[config.mk]
export PLATFORM = sky130hd
export DESIGN_NAME = bus_wake_responder
export DESIGN_NICKNAME = d
export VERILOG_FILES = /design/src/rtl/bwr_pkg.sv /design/src/rtl/bwr_sync.sv /design/src/rtl/bwr_edge_detect.sv /design/src/rtl/bwr_addr_fsm.sv /design/src/rtl/bus_wake_responder.sv
export SDC_FILE = /design/constraint.sdc
export NUM_CORES = 1
export LEC_CHECK = 0
export CORE_UTILIZATION = 30
export DETAILED_ROUTE_END_ITERATION = 7
export PLACE_DENSITY = 0.57
export SLEW_MARGIN = 20
export SYNTH_ARGS = -nofsm -noshare
export SYNTH_HDL_FRONTEND = slang
export SYNTH_SLANG_ARGS = --single-unit
[constraint.sdc]
create_clock -name clk -period 3.2 [get_ports clk]
set_input_delay 0.96 -clock clk [delete_from_list [all_inputs] [get_ports clk]]
set_output_delay 0.96 -clock clk [all_outputs]
set_load 0.02 [all_outputs]
[src/rtl/bwr_pkg.sv]
package bwr_pkg;
    localparam int ADDR_W     = 7;
    localparam int FRAME_BITS = ADDR_W + 1;
    localparam int CNT_W      = $clog2(FRAME_BITS);
    localparam logic [FRAME_BITS-1:0] WAKE_BYTE = 8'h01;

    typedef enum logic [2:0] {
        ST_IDLE,
        ST_ADDR,
        ST_ACK_WAIT,
        ST_ACK_DRIVE,
        ST_STRETCH,
        ST_PASS
    } bwr_state_e;
endpackage

[src/rtl/bwr_sync.sv]
module bwr_sync #(
    parameter int WIDTH  = 2,
    parameter int STAGES = 2
) (
    input  logic             clk,
    input  logic             rst_n,
    input  logic [WIDTH-1:0] d,
    output logic [WIDTH-1:0] q
);
    localparam int CHAIN_W = STAGES * WIDTH;

    logic [CHAIN_W-1:0] chain;

    // Idle bus level is high, so the chain resets to all ones.
    always_ff @(posedge clk or negedge rst_n) begin
        if (!rst_n) chain <= '1;
        else        chain <= {chain[CHAIN_W-WIDTH-1:0], d};
    end

    assign q = chain[CHAIN_W-1 -: WIDTH];
endmodule

[src/rtl/bwr_edge_detect.sv]
module bwr_edge_detect (
    input  logic clk,
    input  logic rst_n,
    input  logic scl_s,
    input  logic sda_s,
    input  logic core_active,
    output logic scl_rise,
    output logic scl_fall,
    output logic start_evt,
    output logic stop_evt,
    output logic activity,
    output logic wake_req
);
    logic scl_p;
    logic sda_p;

    always_ff @(posedge clk or negedge rst_n) begin
        if (!rst_n) begin
            scl_p <= 1'b1;
            sda_p <= 1'b1;
        end else begin
            scl_p <= scl_s;
            sda_p <= sda_s;
        end
    end

    assign scl_rise  = scl_s & ~scl_p;
    assign scl_fall  = ~scl_s & scl_p;
    // SDA may only change while SCL is low, unless it marks a condition.
    assign start_evt = sda_p & ~sda_s & scl_s & scl_p;
    assign stop_evt  = ~sda_p & sda_s & scl_s & scl_p;
    assign activity  = (scl_s ^ scl_p) | (sda_s ^ sda_p);

    always_ff @(posedge clk or negedge rst_n) begin
        if (!rst_n)           wake_req <= 1'b0;
        else if (core_active) wake_req <= 1'b0;
        else                  wake_req <= wake_req | activity;
    end
endmodule

[src/rtl/bwr_addr_fsm.sv]
module bwr_addr_fsm
    import bwr_pkg::*;
#(
    parameter logic [ADDR_W-1:0] OWN_ADDR = 7'h3A
) (
    input  logic                  clk,
    input  logic                  rst_n,
    input  logic                  start_evt,
    input  logic                  stop_evt,
    input  logic                  scl_rise,
    input  logic                  scl_fall,
    input  logic                  sda_s,
    input  logic                  core_active,
    input  logic                  core_ready,
    output logic [FRAME_BITS-1:0] addr_byte,
    output logic                  sda_pull,
    output logic                  scl_pull
);
    bwr_state_e state;
    bwr_state_e state_nx;

    logic [CNT_W-1:0]      bit_cnt;
    logic [FRAME_BITS-1:0] shift_q;
    logic                  halted_at_start;
    logic                  ack_ok;
    logic                  last_bit;

    assign last_bit = scl_rise && (bit_cnt == CNT_W'(FRAME_BITS - 1));
    assign ack_ok   = !halted_at_start
                   && (addr_byte[FRAME_BITS-1:1] == OWN_ADDR)
                   && (addr_byte != WAKE_BYTE);

    // State register
    always_ff @(posedge clk or negedge rst_n) begin
        if (!rst_n) state <= ST_IDLE;
        else        state <= state_nx;
    end

    // Next-state logic
    always_comb begin
        state_nx = state;
        if (stop_evt) begin
            state_nx = ST_IDLE;
        end else if (start_evt) begin
            state_nx = ST_ADDR;
        end else begin
            unique case (state)
                ST_IDLE:      state_nx = ST_IDLE;
                ST_ADDR:      if (last_bit) state_nx = ST_ACK_WAIT;
                ST_ACK_WAIT:  if (scl_fall) state_nx = ack_ok ? ST_ACK_DRIVE : ST_PASS;
                ST_ACK_DRIVE: if (scl_fall) state_nx = core_ready ? ST_PASS : ST_STRETCH;
                ST_STRETCH:   if (core_ready) state_nx = ST_PASS;
                ST_PASS:      state_nx = ST_PASS;
            endcase
        end
    end

    // Bit counter, shifter and power-state latch
    always_ff @(posedge clk or negedge rst_n) begin
        if (!rst_n) begin
            bit_cnt         <= '0;
            shift_q         <= '0;
            addr_byte       <= '0;
            halted_at_start <= 1'b1;
        end else if (start_evt) begin
            bit_cnt         <= '0;
            shift_q         <= '0;
            halted_at_start <= !core_active;
        end else if (state == ST_ADDR && scl_rise) begin
            bit_cnt <= bit_cnt + 1'b1;
            shift_q <= {shift_q[FRAME_BITS-2:0], sda_s};
            if (last_bit) addr_byte <= {shift_q[FRAME_BITS-2:0], sda_s};
        end
    end

    // Output decode: pull enables only
    always_comb begin
        sda_pull = 1'b0;
        scl_pull = 1'b0;
        unique case (state)
            ST_ACK_DRIVE: sda_pull = 1'b1;
            ST_STRETCH:   scl_pull = 1'b1;
            default:      ;
        endcase
    end
endmodule

[src/rtl/bus_wake_responder.sv]
module bus_wake_responder
    import bwr_pkg::*;
#(
    parameter logic [ADDR_W-1:0] OWN_ADDR    = 7'h3A,
    parameter int                SYNC_STAGES = 2
) (
    input  logic clk,
    input  logic rst_n,
    input  logic scl_in,
    input  logic sda_in,
    input  logic core_active,
    input  logic core_ready,
    output logic wake_req,
    output logic scl_pull,
    output logic sda_pull
);
    logic                  scl_s;
    logic                  sda_s;
    logic                  scl_rise;
    logic                  scl_fall;
    logic                  start_evt;
    logic                  stop_evt;
    logic                  activity;
    logic [FRAME_BITS-1:0] addr_byte;

    bwr_sync #(.WIDTH(2), .STAGES(SYNC_STAGES)) u_sync (
        .clk   (clk),
        .rst_n (rst_n),
        .d     ({scl_in, sda_in}),
        .q     ({scl_s, sda_s})
    );

    bwr_edge_detect u_edge (
        .clk         (clk),
        .rst_n       (rst_n),
        .scl_s       (scl_s),
        .sda_s       (sda_s),
        .core_active (core_active),
        .scl_rise    (scl_rise),
        .scl_fall    (scl_fall),
        .start_evt   (start_evt),
        .stop_evt    (stop_evt),
        .activity    (activity),
        .wake_req    (wake_req)
    );

    bwr_addr_fsm #(.OWN_ADDR(OWN_ADDR)) u_fsm (
        .clk         (clk),
        .rst_n       (rst_n),
        .start_evt   (start_evt),
        .stop_evt    (stop_evt),
        .scl_rise    (scl_rise),
        .scl_fall    (scl_fall),
        .sda_s       (sda_s),
        .core_active (core_active),
        .core_ready  (core_ready),
        .addr_byte   (addr_byte),
        .sda_pull    (sda_pull),
        .scl_pull    (scl_pull)
    );
endmodule

Word level (Yosys, flattened, before mapping) --
Cells that the tools add are included.
Operators by class: $add $sub $neg 1, muxes and demuxes 16, bitwise operators 17, reductions and logical operators 10, equality and inequality tests 12
Operators with widths (count):
- 2-to-1 mux 3 bit | 9
- one-hot mux 3 bit (6 select lines) | 1
- 2-to-1 mux 7 bit | 2
- != test 4 bit (second input constant) | 3
- == test 3 bit (second input constant) | 3
- bitwise AND 1 bit | 8
- != test 8 x 1 -> 1 bit (second input constant) | 1
- == test 7 x 6 -> 1 bit (second input constant) | 1
- == test 3 x 2 -> 1 bit (second input constant) | 2
- inverter 1 bit | 5
- logical AND 1 bit | 4
- 2-to-1 mux 1 bit | 4
- != test 4 x 3 -> 1 bit (second input constant) | 1
- AND reduction 4 bit | 1
- adder 3 x 1 -> 3 bit (second input constant) | 1
- == test 3 x 1 -> 1 bit (second input constant) | 1
- logical NOT 3 bit | 1
- AND reduction 3 bit | 1
- logical NOT 1 bit | 2
- OR 1 bit | 2
- nonzero test 2 bit | 1
- bitwise XOR 1 bit | 2
Word-level totals: register bits after elaboration 29, bits of input ports 6, output and inout port bits 3, logic and storage cells 65

Longest topological paths before layout --
depth in word-level cells 8, mapped depth 6, depth with buffers taken out 6

By module --
From an unflattened synthesis, not the netlist that was laid out.
Unflattened totals: cell total of the unflattened synthesis 117, area, all modules 1320.0 µm²
By module, submodules not included:
- bwr_addr_fsm | seq. area each 551.8 µm², cells an instance 96, area an instance 1031.0 µm², times used 1
- bwr_edge_detect | seq. area each 77.6 µm², cells an instance 15, area an instance 168.9 µm², times used 1
- bwr_sync | seq. area each 105.1 µm², cells an instance 6, area an instance 120.1 µm², times used 1

Worst setup path after synthesis --
OpenSTA, ideal clock, no wires.
path type reg2reg, from register u_sync.chain[2], to register u_fsm.addr_byte[1], cell stages (with the launch flop) 7, library setup time 0.125 ns, setup slack 1.328 ns, arrival 1.747 ns, required time 3.075 ns, buffers on the path 1, period minus slack after synthesis 1.872 ns, path through dfstp_2 > inv_1 > ha_1 > and3_1 > clkbuf_1 > nor3b_4 > mux2_2
Between the ends: cells in the longest elaborated chain, start to end 6
RTL lines:
- start, declared | line bwr_sync.sv:12 | logic [CHAIN_W-1:0] chain;
- start signal, assigned | line bwr_sync.sv:17 | else chain <= {chain[CHAIN_W-WIDTH-1:0], d};
- inverter 1 bit | line bwr_edge_detect.sv:30 | assign start_evt = sda_p & ~sda_s & scl_s & scl_p;
- bitwise AND 1 bit (3 in series) | line bwr_edge_detect.sv:30
- inverter 1 bit (no source line)
- AND reduction 3 bit (no source line)
- end signal, assigned | line bwr_addr_fsm.sv:72 | if (last_bit) addr_byte <= {shift_q[FRAME_BITS-2:0], sda_s};
- end, declared | line bwr_addr_fsm.sv:15 | output logic [FRAME_BITS-1:0] addr_byte,
No other way between the ends. A chain may end at the register's enable or synchronous reset.

Final worst setup path --
from register u_fsm.state[1], to output scl_pull
Between the ends: cells in the longest elaborated chain, start to end 2
RTL lines:
- start, declared | line bwr_addr_fsm.sv:19 | bwr_state_e state;
- start signal, assigned | line bwr_addr_fsm.sv:36 | else state <= state_nx;
- == test 3 bit | line bwr_addr_fsm.sv:80 | unique case (state)
- 2-to-1 mux 1 bit | line bwr_addr_fsm.sv:80
- end, declared | line bus_wake_responder.sv:14 | output logic scl_pull,
No other way between the ends.

==> results.toml <==
[status]
status = "completed"

[floorplanning]
die_w_um = 65.93
die_h_um = 65.93
top_level_ports = 9
rows = 22
core_area_um2 = 3799
initial_core_util_pct = 32.28
dieArea_um2 = 4347

[cts]
clk_pin_slew_ps = 90
post_cts_resized = 0
cts.sinks = 28
cts_root_buffer = "clkbuf_8"
clockBufferDepth = 2
cts_tree = "built"
cts_setup_buffers = 0
ctsHtreeMaxLevel = 1
cts_hold_buffers = 0
clk_latency_ps = 270
cts_made_buffers = 3

[timing]
setup_viol_count_final = 0
worst_pin_slew_ps = 581.2
rsz0062_at_grt = "no"
clock.fmax_mhz = 383.8
fin_crit_ps = 2606
slew_headroom_pct = 61.25
clock_skew_ps = 2.983
fin_crit_sh_pct = 81.42
finalMaxSlewViolations = 0
final_hold_viol_count = 0
setup_tns_ps = 0

[power_and_ir_drop]
ir_drop_v = 0.0002650
p_per_area_nw_per_um2 = 562.8
internal_power_mw = 0.5870
p_comb_share_pct = 16.2
p_clk_share_pct = 26.7
switchingPower_mw = 0.2101
p_leak_nw = 0.6343
pwr-share-seq_pct = 57.1
switching_share_pct = 26.36

[route]
drt_iter0_drc = 29
viasPerCell = 4.786
num_vias = 804
wl_per_cell_um = 12.46
drt_first_pass_iters = 4
drc = 0
wl_um = 2094
ant_nets = 0

[global_routing]
grt_usage_pct = 10.97
grt_pass1_wl_um = 3581
grt_pass1_vias = 741
antenna_found_initial = 0
overflow = 0
grt_max_degree = 29

[synth]
synth_adder_area_share_pct = 6.122
ys_warn_count = 0
syn_area_um2 = 1226
synthXorXnorAreaFrac_pct = 0.7143
synthSimpleGateAreaFrac_pct = 17.55
async_reset_ff_share_pct = 100.0
syn_avg_cell_area_um2 = 11.15
synthCells = 110
synth_fp_nets = 122
muxShareOfSynthArea_pct = 6.429
ys_ff_latch = 28
synth_edf_count = 0
synth_top_family_by_area = "simple AND/OR/NAND/NOR gates"
synth.distinct_cells = 28
yosysSeqAreaShare_pct = 57.86
synthFlopType = "dfrtp_1"
synth_compound_gate_area_share_pct = 8.469

[placed_design]
io_buffer_count = 8
dp_hpwl_um = 1522
gp_congestion = 0.7686

[worst_setup_path]
cp-endpoint = "scl_pull"
rrSetupSlack_ps = 1080
crit_start = "u_fsm.state[1]"
cp_max_fo = 7
r2r-end = "u_fsm.addr_byte[6]"
reg2reg_depth = 5
start_kind = "flip-flop"
cp.arrival_ps = 1650
crit_type = "flip-flop to output port"
r2r-start = "u_sync.chain[2]"
cp.required_ps = 2240
end_kind = "output port"

[cells_and_area]
nets = 133
fillCellCount = 389
diodes = 0
drive_gt1_share_pct = 18.33
area_delta_synth_final_pct = 15.51
fin_util_pct = 37.29

[flow_run]
drv_cap = 0

[min_path]
hold_class = "flip-flop to flip-flop"
==> cell families (layout without fill, tap and decap cells) <==
| group | after synthesis | after routing |
|---|---|---|
| AOI/OAI and AO/OA | 18 | 18 |
| xor gates and xnor gates | 1 | 1 |
| adders and majority gates | 6 | 6 |
| buffers and inverters | 9 | 19 |
| DFF | 28 | 28 |
| muxes | 7 | 7 |
| and+or+nand+nor | 41 | 41 |
==> worst max-delay path: stages (launching register included) <==
cell and delay (ps):
dfrtp_1 460, inv_1 140, nand2_1 80, nor2_1 100, clkdlybuf4s50_1 610
==> cells in the mapped netlist (all sizes together), types with 2 or more instances <==
| master | n | share of area, % |
|---|---|---|
| nand2 | 22 | 6.7 |
| dfrtp | 21 | 43 |
| a21oi | 11 | 4.5 |
| dfstp | 7 | 15 |
| mux2 | 7 | 6.4 |
| ha | 6 | 6.1 |
| inv | 6 | 1.8 |
| nor2 | 5 | 1.5 |
| a31oi | 3 | 1.5 |
| nor3b | 3 | 3.2 |
| clkbuf | 2 | 0.61 |
| nand2b | 2 | 1.0 |
| nand4 | 2 | 1.0 |
==> registers in the layout (all words and copies together) (netlist names) <==
register,count
u_fsm.addr_byte,7
u_fsm.shift_q,7
u_sync.chain,4
u_fsm.bit_cnt,3
u_fsm.state,3
u_edge.scl_p,1
u_edge.sda_p,1
u_edge.wake_req,1
u_fsm.halted_at_start,1
==> layout by cell type, fill, tap and decap left out, drive strengths merged <==
master,instances
nor2,5
dfrtp,21
nor4b,1
a311oi,1
o21ai,1
or2,1
and3b,1
and2,1
inv,6
nand2b,2
a21oi,11
ha,6
mux2,7
dfstp,7
buf,1
nand2,22
and3,1
clkdlybuf4s50,8
a31oi,3
nor3,1
a211o,1
nor3b,3
xnor2,1
nand4,2
clkbuf,4
nand4b,1
a21o,1
==> power by group through the flow <==
stage          combinational (mW)  sequential (mW)  clock [mW]
4_1_cts                     0.131            0.455       0.224
5_1_grt                     0.149            0.461       0.238
3_3_place_gp                0.128            0.460           0
3_5_place_dp                0.131            0.463           0
6_report                    0.129            0.455       0.213
2_1_floorplan              0.0969            0.452           0
==> worst min-delay path by stage <==
stage / depth (start not counted) / slack, ps / end / startpoint
2_1_floorplan: 0 / 350 / u_sync.chain[2] / u_sync.chain[0]
3_3_place_gp: 0 / 350 / u_sync.chain[3] / u_sync.chain[1]
3_5_place_dp: 0 / 350 / u_sync.chain[2] / u_sync.chain[0]
4_1_cts: 0 / 360 / u_sync.chain[3] / u_sync.chain[1]
5_1_grt: 0 / 360 / u_sync.chain[3] / u_sync.chain[1]
6_report: 0 / 360 / u_sync.chain[3] / u_sync.chain[1]
==> area by class of cell <==
cell class              count  area, um2  share of cell area, %
clock buffers               4      55.05                  3.887
inverters                   6      22.52                  1.590
multi-input cells          73      481.7                  34.01
flip-flops and latches     28      709.4                  50.09
well taps                  48      60.06                  4.240
repair buffers              9      87.58                  6.184
==> stage by stage <==
step / instance area, um2 / cells / worst slack [ps] / total power [mW] / hold slack (ps)
after floorplan: 1226 / 110 / 1328 / 0.5493 / 345.2
after global placement: 1361 / 164 / 960.0 / 0.5879 / 345.7
after detailed placement: 1361 / 164 / 904.2 / 0.5932 / 346.8
after CTS: 1416 / 168 / 590.1 / 0.8103 / 363.0
after global routing: 1416 / 168 / 506.0 / 0.8474 / 364.7
final: 1416 / 168 / 594.5 / 0.7972 / 359.8
==> routing by layer <==
metal  global-route usage [%]  vias to the layer above  wire length [um]
met5                        0                        -                 0
met4                    4.787                        0                17
met3                    2.069                        2                39
met2                    16.45                        8               932
met1                    15.29                      400              1105
li1                         -                      394                 -
Power figures use the tool's default switching activity.
